--- config.mk ---
export PLATFORM = sky130hd
export DESIGN_NAME = intr_flag_enable
export DESIGN_NICKNAME = d
export VERILOG_FILES = /design/src/rtl/intr_pkg.sv /design/src/rtl/intr_decode.sv /design/src/rtl/intr_flag_bank.sv /design/src/rtl/intr_mask_bank.sv /design/src/rtl/intr_read_port.sv /design/src/rtl/intr_flag_enable.sv
export SDC_FILE = /design/constraint.sdc
export NUM_CORES = 1
export LEC_CHECK = 0
export BUFFER_PORTS_ARGS = -buffer_cell sky130_fd_sc_hd__buf_4
export CAP_MARGIN = 15
export CORE_ASPECT_RATIO = 1.2
export CORE_MARGIN = 2
export CORE_UTILIZATION = 29
export DETAILED_ROUTE_END_ITERATION = 6
export HOLD_SLACK_MARGIN = 0.15
export PLACE_DENSITY_LB_ADDON = 0.2
export SKIP_CTS_REPAIR_TIMING = 1
export SYNTH_ARGS = -nofsm -noshare
export SYNTH_HDL_FRONTEND = slang
export SYNTH_SLANG_ARGS = --single-unit
--- constraint.sdc ---
create_clock -name clk -period 1.3 [get_ports clk]
set_clock_uncertainty 0.05 [all_clocks]
set_input_delay 0 -clock clk [delete_from_list [all_inputs] [get_ports clk]]
set_output_delay 0 -clock clk [all_outputs]
set_load 0.01 [all_outputs]
--- src/rtl/intr_pkg.sv ---
// Package: shared constants and helpers for the interrupt flag/enable block.
// Assumes an 8-bit CPU data path with one summary bit above the sources.
package intr_pkg;

    // Default number of interrupt sources (one flag bit each)
    localparam int unsigned DEF_NSRC = 7;

    // Default register offsets on the CPU port
    localparam int unsigned DEF_FLAG_OFS  = 13;
    localparam int unsigned DEF_MASK_OFS  = 14;
    localparam int unsigned DEF_SHIFT_OFS = 10;

    // Decoded access strobes shared between decoder and datapath
    typedef struct packed {
        logic flag_wr;
        logic flag_rd;
        logic mask_wr;
        logic mask_rd;
        logic shift_rd;
        logic any_rd;
    } access_t;

endpackage

--- src/rtl/intr_decode.sv ---
// Module: intr_decode
// Turns the raw select/read/write/offset inputs into one-hot access strobes.
// Assumes the offset parameters are distinct and fit the address width.
module intr_decode #(
    parameter int unsigned AW        = 4,
    parameter int unsigned FLAG_OFS  = 13,
    parameter int unsigned MASK_OFS  = 14,
    parameter int unsigned SHIFT_OFS = 10
) (
    input  logic               sel,
    input  logic               rd,
    input  logic               wr,
    input  logic [AW-1:0]      addr,
    output intr_pkg::access_t  acc
);
    localparam logic [AW-1:0] A_FLAG  = AW'(FLAG_OFS);
    localparam logic [AW-1:0] A_MASK  = AW'(MASK_OFS);
    localparam logic [AW-1:0] A_SHIFT = AW'(SHIFT_OFS);

    // Offset compare qualified by select and direction
    always_comb begin
        acc.any_rd   = sel && rd;
        acc.flag_rd  = sel && rd && (addr == A_FLAG);
        acc.mask_rd  = sel && rd && (addr == A_MASK);
        acc.shift_rd = sel && rd && (addr == A_SHIFT);
        acc.flag_wr  = sel && wr && (addr == A_FLAG);
        acc.mask_wr  = sel && wr && (addr == A_MASK);
    end

    // Strobes only fire when select is high
    always_comb begin
        if (!sel) begin
            AST_DEC_IDLE: assert (!(acc.any_rd || acc.flag_wr || acc.mask_wr));
        end
    end
endmodule

--- src/rtl/intr_flag_bank.sv ---
// Module: intr_flag_bank
// Pending-event flags, one flop per source. A set strobe always wins over any
// clear request for the same bit, so no event is lost.
// Assumes set_i and clr_i are single-cycle masks sampled at each edge.
module intr_flag_bank #(
    parameter int unsigned NSRC = 7
) (
    input  logic            clk,
    input  logic            rst_n,
    input  logic [NSRC-1:0] set_i,
    input  logic [NSRC-1:0] clr_i,
    output logic [NSRC-1:0] flag_o
);
    // One flag cell per source with set priority
    for (genvar i = 0; i < NSRC; i++) begin : g_cell
        always_ff @(posedge clk) begin
            if (!rst_n)        flag_o[i] <= 1'b0;
            else if (set_i[i]) flag_o[i] <= 1'b1;
            else if (clr_i[i]) flag_o[i] <= 1'b0;
        end
    end

    AST_SET_WINS: assert property (@(posedge clk) disable iff (!rst_n)
        (|set_i) |=> ((flag_o & $past(set_i)) == $past(set_i)));

    AST_CLR_TAKES: assert property (@(posedge clk) disable iff (!rst_n)
        (|(clr_i & ~set_i)) |=> ((flag_o & $past(clr_i & ~set_i)) == '0));

    AST_FLAG_HOLD: assert property (@(posedge clk) disable iff (!rst_n)
        ((set_i == '0) && (clr_i == '0)) |=> $stable(flag_o));
endmodule

--- src/rtl/intr_mask_bank.sv ---
// Module: intr_mask_bank
// Interrupt mask register written in set-or-clear mode chosen by the top data
// bit. Assumes wdata is NSRC+1 bits with the mode bit on top.
module intr_mask_bank #(
    parameter int unsigned NSRC = 7
) (
    input  logic            clk,
    input  logic            rst_n,
    input  logic            wr_i,
    input  logic [NSRC:0]   wdata_i,
    output logic [NSRC-1:0] mask_o
);
    logic             mode_set;
    logic [NSRC-1:0]  bits;

    // Split the written byte into mode and bit selection
    always_comb begin
        mode_set = wdata_i[NSRC];
        bits     = wdata_i[NSRC-1:0];
    end

    // Apply set or clear of the selected mask bits
    always_ff @(posedge clk) begin
        if (!rst_n)        mask_o <= '0;
        else if (wr_i) begin
            if (mode_set)  mask_o <= mask_o | bits;
            else           mask_o <= mask_o & ~bits;
        end
    end

    AST_MASK_SET: assert property (@(posedge clk) disable iff (!rst_n)
        (wr_i && wdata_i[NSRC]) |=> ((mask_o & $past(wdata_i[NSRC-1:0])) == $past(wdata_i[NSRC-1:0])));

    AST_MASK_CLR: assert property (@(posedge clk) disable iff (!rst_n)
        (wr_i && !wdata_i[NSRC]) |=> ((mask_o & $past(wdata_i[NSRC-1:0])) == '0));

    AST_MASK_HOLD: assert property (@(posedge clk) disable iff (!rst_n)
        !wr_i |=> $stable(mask_o));
endmodule

--- src/rtl/intr_read_port.sv ---
// Module: intr_read_port
// Registered read data for the two register offsets; others read zero.
// Assumes at most one of flag_rd / mask_rd is high in a cycle.
module intr_read_port #(
    parameter int unsigned NSRC = 7
) (
    input  logic              clk,
    input  logic              rst_n,
    input  intr_pkg::access_t acc,
    input  logic [NSRC-1:0]   flag_i,
    input  logic [NSRC-1:0]   mask_i,
    output logic [NSRC:0]     rdata_o
);
    logic [NSRC:0] mux;

    // Select the read value for the addressed register
    always_comb begin
        if (acc.flag_rd)      mux = {|(flag_i & mask_i), flag_i};
        else if (acc.mask_rd) mux = {1'b1, mask_i};
        else                  mux = '0;
    end

    // Capture on any selected read
    always_ff @(posedge clk) begin
        if (!rst_n)          rdata_o <= '0;
        else if (acc.any_rd) rdata_o <= mux;
    end

    AST_MASK_RD_TOP: assert property (@(posedge clk) disable iff (!rst_n)
        acc.mask_rd |=> rdata_o[NSRC]);

    AST_RD_HOLD: assert property (@(posedge clk) disable iff (!rst_n)
        !acc.any_rd |=> $stable(rdata_o));
endmodule

--- src/rtl/intr_flag_enable.sv ---
// Module: intr_flag_enable (top)
// Interrupt aggregation: pending flags, mask, CPU byte port and request line.
// Assumes clear strobes from neighbours are already qualified single pulses.
module intr_flag_enable #(
    parameter int unsigned NSRC       = intr_pkg::DEF_NSRC,
    parameter int unsigned AW         = 4,
    parameter int unsigned FLAG_OFS   = intr_pkg::DEF_FLAG_OFS,
    parameter int unsigned MASK_OFS   = intr_pkg::DEF_MASK_OFS,
    parameter int unsigned SHIFT_OFS  = intr_pkg::DEF_SHIFT_OFS,
    parameter int unsigned SHIFT_BIT  = 2
) (
    input  logic            clk,
    input  logic            rst_n,
    input  logic            sel,
    input  logic            rd,
    input  logic            wr,
    input  logic [AW-1:0]   addr,
    input  logic [NSRC:0]   wdata,
    output logic [NSRC:0]   rdata,
    input  logic [NSRC-1:0] set_strb,
    input  logic [NSRC-1:0] clr_strb,
    output logic            irq
);
    localparam logic [NSRC-1:0] SHIFT_MASK = NSRC'(1) << SHIFT_BIT;

    intr_pkg::access_t acc;
    logic [NSRC-1:0]   flags;
    logic [NSRC-1:0]   mask;
    logic [NSRC-1:0]   clr_all;

    intr_decode #(
        .AW(AW), .FLAG_OFS(FLAG_OFS), .MASK_OFS(MASK_OFS), .SHIFT_OFS(SHIFT_OFS)
    ) u_decode (
        .sel(sel), .rd(rd), .wr(wr), .addr(addr), .acc(acc)
    );

    // Merge every clear path into one mask for the flag bank
    always_comb begin
        clr_all = clr_strb;
        if (acc.flag_wr)  clr_all = clr_all | wdata[NSRC-1:0];
        if (acc.shift_rd) clr_all = clr_all | SHIFT_MASK;
    end

    intr_flag_bank #(.NSRC(NSRC)) u_flags (
        .clk(clk), .rst_n(rst_n), .set_i(set_strb), .clr_i(clr_all), .flag_o(flags)
    );

    intr_mask_bank #(.NSRC(NSRC)) u_mask (
        .clk(clk), .rst_n(rst_n), .wr_i(acc.mask_wr), .wdata_i(wdata), .mask_o(mask)
    );

    intr_read_port #(.NSRC(NSRC)) u_read (
        .clk(clk), .rst_n(rst_n), .acc(acc), .flag_i(flags), .mask_i(mask), .rdata_o(rdata)
    );

    // Request line from unmasked pending flags
    always_comb irq = |(flags & mask);

    AST_SHIFT_RD_CLR: assert property (@(posedge clk) disable iff (!rst_n)
        (acc.shift_rd && !set_strb[SHIFT_BIT]) |=> !flags[SHIFT_BIT]);

    AST_FLAG_RD_SUM: assert property (@(posedge clk) disable iff (!rst_n)
        acc.flag_rd |=> (rdata[NSRC] == $past(irq)));

    AST_IRQ_NEEDS_MASK: assert property (@(posedge clk) disable iff (!rst_n)
        (mask == '0) |-> !irq);
endmodule

==> metrics.md, run 1 <==
| Metric | Value |
|---|---|
| Post-DP HPWL | 2070 µm |
| Clock Latency Late Sink | between 0.2 and 0.3 ns |
| Initial core utilization | 30.3% |
| # setup viols final | 1 |
| Cell Area, Synth | 0.00101 mm² |
| Final TNS setup | -0.000395 ns |
| Num ports | 40 |
| Fin cells | about 200 |
| Pwr Total | between 0.001 and 0.0015 W |
| Max H-tree Level | 1 |
| Period utilization | 100% |
| Placer congestion estimate | 0.782 |
| Failing checks | negative setup slack |
| WS Path Type | flop to output port |
| First DRT Iteration DRCs | 23 |
| Vias in the first global route | between 900 and 1,000 |
| Max clock buf depth | 2 |
| Main synth FF type | dfxtp_1 |
| TritonRoute pass-1 iters | 4 |
| Slowest cell on crit path | a222oi_1 |
| CTS Root Cell | clkbuf_8 |
| Fin. Hold Viols | 0 |
| Fin. max-slew vios | 0 |
| Slowest stage delay, CP | 0.35 ns |
| Area growth syn-to-layout | 59.2% |
| Filler cells | between 300 and 400 |
| Worst-path clk slew | 0.07 ns |
| Routed WL per cell | 14.3 µm |
| Hold slack final | around 0.14 ns |
| Crit Reg-Reg Endpoint | u_read.rdata_o[7] |
| Main area contributors after synthesis | dfxtp_1, mux2i_1, a221o_1, a311oi_1, nand3_1 |
| Number of synthesized flops with an enable pin | 0 |
| CP delay by family, top | compound AO/OA/AOI/OAI gates |
| IO buf count | 39 |
| RSZ-0062 raised after global routing | true |
| Post-route DRC | 0 |
| Vias | between 1,000 and 1,500 |
| Global Route Usage Sum | between 15 and 20% |
| CTS tree | yes |
| Max-slew headroom | 72.1% |
| Worst Setup Start Kind | flop |
| Post-synth top cells | dfxtp_1, nand2_1, nand3_1, mux2i_1 |
| CTS Buf Count | 3 |
| Cells after synthesis | 103 |
| Setup crit end | irq |
| DIE HEIGHT | 68.7 µm |
| Status | complete, but fails checks |
| Avg Vias per Cell | 4.97 |
| Crit. End Element | output port |
| Minimum clock period | about 1.3 ns |
| Post-Syn Area per Cell | 9.83 µm² |
| Netlist cell types | 26 |
| Post-synthesis sequential area ratio | 43.5% |
| Layout net count | 199 |
| Share of the synthesized area in the top cell type | 43.5% |
| Pwr/cell area | 817 mW/mm² |
| VDD IR max | 0.675 mV |
| Crit. path cell count | 3 |
| Grt total ovfl | 0 |
| Least-Margin Pin Slew | 0.418 ns |
| Synthesized flop and latch total | 22 |
| Lkg Pwr | between 0.7 and 0.8 nW |
| CP Max Fanout | 3 |
| DIE WIDTH | between 50 and 60 µm |
| Largest net degree at the start of global routing | 20 |
| Crit path required time | 1.25 ns |
| Core Box Area | 0.00334 mm² |
| Initial antenna violation count | 0 |
| Async SR Flop Fraction | 0% |
| Setup ws final | -0.000395 ns |
| Crit-path cells | a222oi_1 > nand3_1 > buf_6 |
| Critical path data arrival time | 1.25 ns |
| Count leader, synth | dfxtp_1 |
| Max cap viols | 0 |
| # rows | 23 |
| DP Worst Slack | 0.0909 ns |
| Clock Sink Count | 22 |
| First-pass GRT wire length | 4550 µm |
| # placed instances | 178 |
| Worst path buffer plus inverter count | 1 |
| Synth Net Count | 134 |
| Area of the die | 0.00398 mm² |
| Diodes inserted | 0 |
| Share of layout cells above drive strength 1 | 31.3% |
| Cells on worst reg2reg path | 3 |
| Fmax | 769 MHz |
| Post-Route WL | between 2000 and 3000 µm |
| Final ANT Viol Nets | 0 |
| Synth area leader | dfxtp_1 |
| Synth Warn # | 0 |
| Hold Path Class | input pin to flop |
| Reg2reg setup slack | 0.05 ns |
==> placed cells by master, fill, tap and decap left out <==
cell / count
buf_6: 1
dfxtp_2: 2
clkbuf_8: 3
a221o_1: 7
o21a_1: 6
a311oi_1: 6
a22o_1: 1
nor2_1: 1
buf_4: 44
and4b_1: 1
and4_4: 1
and3_1: 7
nand3_1: 9
nor3b_4: 1
nand2b_1: 1
a21oi_1: 1
nor2b_1: 2
nand2_1: 10
a222oi_1: 1
dlygate4sd3_1: 21
inv_1: 7
a22oi_1: 2
nand4b_1: 2
mux2i_1: 8
dfxtp_1: 20
o211a_1: 1
==> through the flow <==
stage | instance area [µm²] | utilization (%)
after global placement | 1350 | 40.3
final | 1610 | 48.3
after global routing | 1610 | 48.3
after floorplan | 1010 | -
after detailed placement | 1350 | 40.3
after CTS | 1390 | 41.6
==> report_power, final <==
group / internal (W) / total [W] / leakage [nW] / switching [W]
registers: 0.000691 / 0.000703 / 0.180 / 0.0000126
clock network: 0.000206 / 0.000399 / 0.0216 / 0.000193
logic: 0.000135 / 0.000214 / 0.564 / 0.0000790
==> kinds of logic (layout without fill, tap and decap cells) <==
| group | count (synthesis) | in the layout | synth area share (%) |
|---|---|---|---|
| buf+inv | 13 | 76 | 6.80 |
| mux | 8 | 8 | 7.91 |
| compound gates | 25 | 25 | 21.4 |
| flops | 22 | 22 | 43.5 |
| simple gates | 35 | 35 | 20.4 |
==> worst min-delay path by stage <==
stage,start,end,slack [ns],depth (start not counted)
3_3_place_gp,set_strb[4],u_flags.flag_o[4],0.16,2
2_1_floorplan,set_strb[0],u_flags.flag_o[0],0.07,1
6_report,wdata[7],flop,0.14,3
5_1_grt,rst_n,u_flags.flag_o[0],0.17,3
3_5_place_dp,set_strb[3],u_flags.flag_o[3],0.17,2
4_1_cts,set_strb[0],u_flags.flag_o[0],-0.1,2
==> worst reg2reg max path, stage by stage, from the launching register on <==
cell and delay (ns):
dfxtp_2 0.33, a222oi_1 0.35, nand3_1 0.17, a22o_1 0.25
==> metal layers <==
layer	global-route usage [%]	wire length, µm	vias up
li1	-	-	517
met1	17.6	1290	469
met2	28.7	1500	20
met3	2.24	108	2
met4	3.49	10	0
met5	0	0	-
==> final cells by class <==
type                       count  area [µm²]  area share [%]
clock buffer                   3        41.3            2.56
inverter                       7        26.3            1.63
multi-input combinational     68         503            31.2
sequential                    22         443            27.5
tap                           37        46.3            2.87
timing repair buffer          66         552            34.2
(Power assumes the default switching activity.)
==> run 2: changes to the inputs <==
--- a/config.mk
+++ b/config.mk
@@ -12,7 +12,7 @@
 export CORE_UTILIZATION = 29
 export DETAILED_ROUTE_END_ITERATION = 6
 export HOLD_SLACK_MARGIN = 0.15
-export PLACE_DENSITY_LB_ADDON = 0.2
+export PLACE_DENSITY = 0.59
 export SKIP_CTS_REPAIR_TIMING = 1
 export SYNTH_ARGS = -nofsm -noshare
 export SYNTH_HDL_FRONTEND = slang
==> run 2 against run 1 <==
  * The flow still finishes with violations (negative setup slack)
  * Clock power rose by 62%
  * Routed wire length increased by 1.7%
  * Final cell count decreased by 0.99%
  * Combinational power is essentially flat
  * Non-clock buffer count is 3 lower
  * Global-route usage is 0.28 points lower
  * Sequential share of layout area is 0.14 points lower
  * Critical endpoint unchanged
  * Largest power group unchanged
==> metrics.md, run 2 (synthesis results as in run 1) <==
| Metric | Value |
|---|---|
| Status | complete, but fails checks |
| Failing checks | negative setup slack |
| Layout net count | between 150 and 200 |
| Max cap viols | 0 |
| Share of layout cells above drive strength 1 | 30.5% |
| Max clock buf depth | 2 |
| Cells on worst reg2reg path | 3 |
| Comb pwr share | 13.6% |
| Post-DP HPWL | slightly above 2000 µm |
| P_sw | 0.000328 W |
| Clk pwr share | about two fifths |
| CTS Root Cell | clkbuf_8 |
| Initial antenna violation count | 0 |
| Vias in the first global route | 950 |
| Hold path cells | 3 |
| Fin. Hold Viols | 0 |
| Critical path data arrival time | about 1.3 ns |
| Sw frac | 21.0% |
| Slowest cell on crit path | a222oi_1 |
| Diodes inserted | 0 |
| DIE HEIGHT | 68.7 µm |
| RSZ-0062 raised after global routing | true |
| Crit. path cell count | 3 |
| Crit-path cells | a222oi_1 > nand3_1 > buf_6 |
| # rows | 23 |
| Worst path buffer plus inverter count | 1 |
| Post-route DRC | 0 |
| DIE WIDTH | 57.9 µm |
| Area of the die | 0.00398 mm² |
| # setup viols final | 1 |
| Crit. End Element | output port |
| CTS tree | yes |
| Setup ws final | -0.0464 ns |
| DP Worst Slack | 0.0621 ns |
| TritonRoute pass-1 iters | 4 |
| Core Box Area | 0.00334 mm² |
| Cell internal pwr | 0.00123 W |
| Minimum clock period | approximately 1.3 ns |
| Max H-tree Level | 1 |
| WS Path Type | flop to output port |
| VDD IR max | 0.853 mV |
| Final TNS setup | -0.0464 ns |
| Avg Vias per Cell | 5.15 |
| Lkg Pwr | between 0.7 and 0.8 nW |
| Routed WL per cell | 14.7 µm |
| Clock Sink Count | 22 |
| Commonest cells after routing, fill and taps aside | buf_4, dfxtp_1, dlygate4sd3_1 |
| Area growth syn-to-layout | 59.6% |
| CP Max Fanout | 3 |
| CTS Buf Count | 3 |
| Initial core utilization | 30.3% |
| Hold Path Class | input pin to flop |
| Global Route Usage Sum | 14.7% |
| Worst-path clk slew | ~0.080 ns |
| Placer congestion estimate | slightly above 0.8 |
| Slowest stage delay, CP | about 0.36 ns |
| Reg2reg setup slack | roughly 0.06 ns |
| Max-slew headroom | 74.3% |
| Least-Margin Pin Slew | 0.385 ns |
| Fin. max-slew vios | 0 |
| First DRT Iteration DRCs | 38 |
| Post-Route WL | between 2000 and 3000 µm |
| Crit path required time | about 1.3 ns |
| Num ports | 40 |
| IO buf count | 39 |
| CP delay by family, top | compound AO/OA/AOI/OAI gates |
| Pwr/cell area | 966 mW/mm² |
| Worst Setup Start Kind | flop |
| Grt total ovfl | 0 |
| Final ANT Viol Nets | 0 |
| Clock Latency Late Sink | 0.27 ns |
| First-pass GRT wire length | 4340 µm |
| Vias | 1,036 |
| Fmax | 743 MHz |
| Period utilization | 104% |
| Commonest non-fill, non-tap cell in the layout | buf_4 |
| Hold path start | wdata[7] |
| Sequential Power Share | 45.0% |
| Crit Reg-Reg Endpoint | u_read.rdata_o[7] |
| Largest net degree at the start of global routing | 24 |
run 2: cell count changes in the layout (fill, tap and decap cells not counted), sizes merged:
| cell | change |
|---|---|
| buf | -2 |
| bufinv | +1 |
| dlygate4sd3 | -1 |
run 2: layer usage:
metal / wire length [µm] / vias up / share of wire, % / global-route usage (%)
li1: - / 509 / - / -
met1: 1170 / 487 / 40 / 16.2
met2: 1520 / 33 / 51 / 26.0
met3: 181 / 7 / 6.1 / 3.36
met4: 85 / 0 / 2.9 / 8.72
met5: 0 / - / 0 / 0
run 2: worst max path at each step:
stage,endpoint,slack [ns]
after floorplan,u_read.rdata_o[7],0.11
after global placement,u_read.rdata_o[7],0.14
after detailed placement,u_read.rdata_o[7],0.06
after CTS,irq,-0.08
after global routing,irq,-0.12
final,irq,-0.05
run 2: area by class of cell:
type | instances | area [µm²]
flip-flops and latches | 22 | 442
repair buffers | 63 | 527
multi-input cells | 68 | 503
inverters | 7 | 26.3
fillers | 308 | 1720
clock inverters | 1 | 30.0
clock buffers | 3 | 41.3
well taps | 37 | 46.3
run 2: worst min-delay path, cell delays in order:
cell and delay (ns):
buf_4 0.08, nand2_1 0.15, mux2i_1 0.16
run 2: power by group through the flow:
stage               clock, W  sequential [W]  combinational (W)
finish              0.000647        0.000702           0.000212
global route        0.000683        0.000705           0.000229
CTS                 0.000661        0.000702           0.000164
detailed placement         0        0.000718           0.000163
global placement           0        0.000717           0.000159
floorplan                  0        0.000715          0.0000638
run 2: stage by stage:
| step | cell area [µm²] | power, W | util (%) | hold WS [ns] | cells |
|---|---|---|---|---|---|
| finish | 1620 | 0.00156 | 48.4 | 0.112 | 201 |
| global route | 1620 | 0.00162 | 48.4 | 0.160 | 201 |
| CTS | 1410 | 0.00153 | 42.2 | -0.123 | 181 |
| detailed placement | 1340 | 0.000881 | 40.1 | 0.163 | 177 |
| global placement | 1340 | 0.000876 | 40.1 | 0.158 | 177 |
| floorplan | 1010 | 0.000779 | - | 0.0741 | 103 |
==> run 3: changes to the inputs <==
--- a/config.mk
+++ b/config.mk
@@ -9,10 +9,10 @@
 export CAP_MARGIN = 15
 export CORE_ASPECT_RATIO = 1.2
 export CORE_MARGIN = 2
-export CORE_UTILIZATION = 29
+export CORE_UTILIZATION = 42
 export DETAILED_ROUTE_END_ITERATION = 6
 export HOLD_SLACK_MARGIN = 0.15
-export PLACE_DENSITY = 0.59
+export PLACE_DENSITY = 0.8
 export SKIP_CTS_REPAIR_TIMING = 1
 export SYNTH_ARGS = -nofsm -noshare
 export SYNTH_HDL_FRONTEND = slang
==> constraint.sdc (replaced) <==
create_clock -name clk -period 1.22 [get_ports clk]
set_clock_uncertainty 0.05 [all_clocks]
set_input_delay 0 -clock clk [delete_from_list [all_inputs] [get_ports clk]]
set_output_delay 0 -clock clk [all_outputs]
set_load 0.01 [all_outputs]
==> run 3 against run 2 <==
  * Routed wire length increased by 5.6%
  * Setup slack got worse by 0.22 ns
  * Combinational power is 18% higher
  * Sequential power is 7.0% higher
  * Final cell count grew 2.0%
  * Sequential cell count did not move
  * The run still ends with negative setup slack left
  * Worst hold slack improved by 0.066 ns
  * Highest routed layer unchanged
  * Total power fell by 10%
  * Critical path type unchanged
  * Largest power group unchanged
  * Die area decreased by 29%
==> metrics.md, run 3 (synthesis results as in run 1) <==
| Metric | Value |
|---|---|
| Wl on met1 | roughly 1400 µm |
| Share of layout cells above drive strength 1 | 29.3% |
| Pwr Total | ~0.0014 W |
| Pwr/cell area | 840 mW/mm² |
| Met2 WL | between 1500 and 2000 µm |
| Critical path data arrival time | 1.44 ns |
| DIE WIDTH | 48.8 µm |
| Minimum clock period | between 1 and 1.5 ns |
| Routed wl met3 | 124 µm |
| Core Box Area | about 0.0023 mm² |
| Initial core utilization | 44.4% |
| VDD IR max | 0.881 mV |
| DIE HEIGHT | just under 60 µm |
| Area growth syn-to-layout | 64.6% |
| First-pass GRT wire length | between 3000 and 4000 µm |
| Max cap viols | 0 |
| Least-Margin Pin Slew | 0.405 ns |
| Max H-tree Level | 1 |
| Slowest stage delay, CP | 0.43 ns |
| Layout net count | 206 |
| CTS tree | yes |
| RSZ-0062 raised after global routing | true |
| Avg Vias per Cell | ~5.4 |
| # rows | 19 |
| TritonRoute pass-1 iters | 4 |
| CP Max Fanout | 3 |
| Largest net degree at the start of global routing | 17 |
| First DRT Iteration DRCs | approximately 50 |
| Commonest non-fill, non-tap cell in the layout | buf_4 |
| Vias in the first global route | approximately 870 |
| Clock Sink Count | 22 |
| Clock Latency Late Sink | roughly 0.30 ns |
| DP Worst Slack | 0.0499 ns |
| Crit-path cells | a222oi_1 > nand3_1 > buf_4 |
| # setup viols final | 2 |
| Hold Path Class | input pin to flop |
| Filler cells | 180 |
| Vias | 1,117 |
| Final ANT Viol Nets | 0 |
| Setup ws final | -0.267 ns |
| Fin. max-slew vios | 0 |
| Worst Setup Start Kind | flop |
| Crit path required time | 1.17 ns |
| Lkg Pwr | between 0.7 and 0.8 nW |
| Max-slew headroom | 73.0% |
| Fin. Hold Viols | 0 |
| Commonest cells after routing, fill and taps aside | buf_4, dlygate4sd3_1, dfxtp_1 |
| CTS Root Cell | clkbuf_4 |
| Routed WL per cell | 15.2 µm |
| Crit. End Element | output port |
| Post-DP HPWL | ~1900 µm |
| Failing checks | negative setup slack |
| Num ports | 40 |
| Area of the die | 0.00282 mm² |
| Top sig layer | met4 |
| Status | complete, but fails checks |
| Max clock buf depth | 2 |
| Initial antenna violation count | 0 |
| Period utilization | 122% |
| IO buf count | 39 |
| Diodes inserted | 0 |
| WS Path Type | flop to output port |
| Global Route Usage Sum | 17.2% |
| Slowest cell on crit path | a222oi_1 |
| Fmax | 672 MHz |
| CTS Buf Count | 3 |
| Post-Route WL | 3120 µm |
| Placer congestion estimate | 0.801 |
| Post-route DRC | 0 |
| Grt total ovfl | 0 |
| Worst-path clk slew | 0.12 ns |
-- run 3: path summary, 6_finish.rpt --
kind	start	end	slack, ns	depth (start not counted)
worst max-delay path	flop	irq	-0.27	3
worst min-delay path	addr[0]	u_read.rdata_o[7]	0.18	4
worst max register to register	flop	u_read.rdata_o[7]	-0.25	4
worst min register to register	flop	flop	0.44	2
-- run 3: metrics by stage --
stage          utilization, %  area (µm²)  TNS [ns]  std cells  hold WS (ns)
6_report                 73.0        1670    -0.514        205         0.178
3_3_place_gp             58.3        1330         0        171         0.160
5_1_grt                  73.0        1670    -0.532        205         0.186
2_1_floorplan               -        1010         0        103        0.0741
4_1_cts                  59.9        1370    -0.108        175        -0.149
3_5_place_dp             58.3        1330         0        171         0.163
-- run 3: area by class of cell --
cell class / count / area (µm²) / area share [%]
timing repair buffer: 73 / 621 / 37.2
multi-input combinational: 68 / 503 / 30.2
sequential: 22 / 442 / 26.5
tap: 31 / 38.8 / 2.33
clock buffer: 4 / 36.3 / 2.18
inverter: 7 / 26.3 / 1.58
-- run 3: critical path: cells and delay by family (launching register included) --
kind / cells / cell delay (ns)
AOI/OAI and AO/OA: 1 / 0.43
buffers and inverters: 1 / 0.18
DFF: 1 / 0.36
and+or+nand+nor: 1 / 0.17
-- run 3: report_power, final --
part	leakage [nW]	internal (W)	switching, W
logic	0.589	0.000157	0.0000927
registers	0.180	0.000736	0.0000152
clock network	0.0210	0.000182	0.000217
-- run 3: routing by layer --
metal  track usage (%)  vias to the layer above
li1                  -                      530
met1              19.5                      550
met2              32.1                       33
met3              2.58                        4
met4              6.94                        0
met5                 0                        -
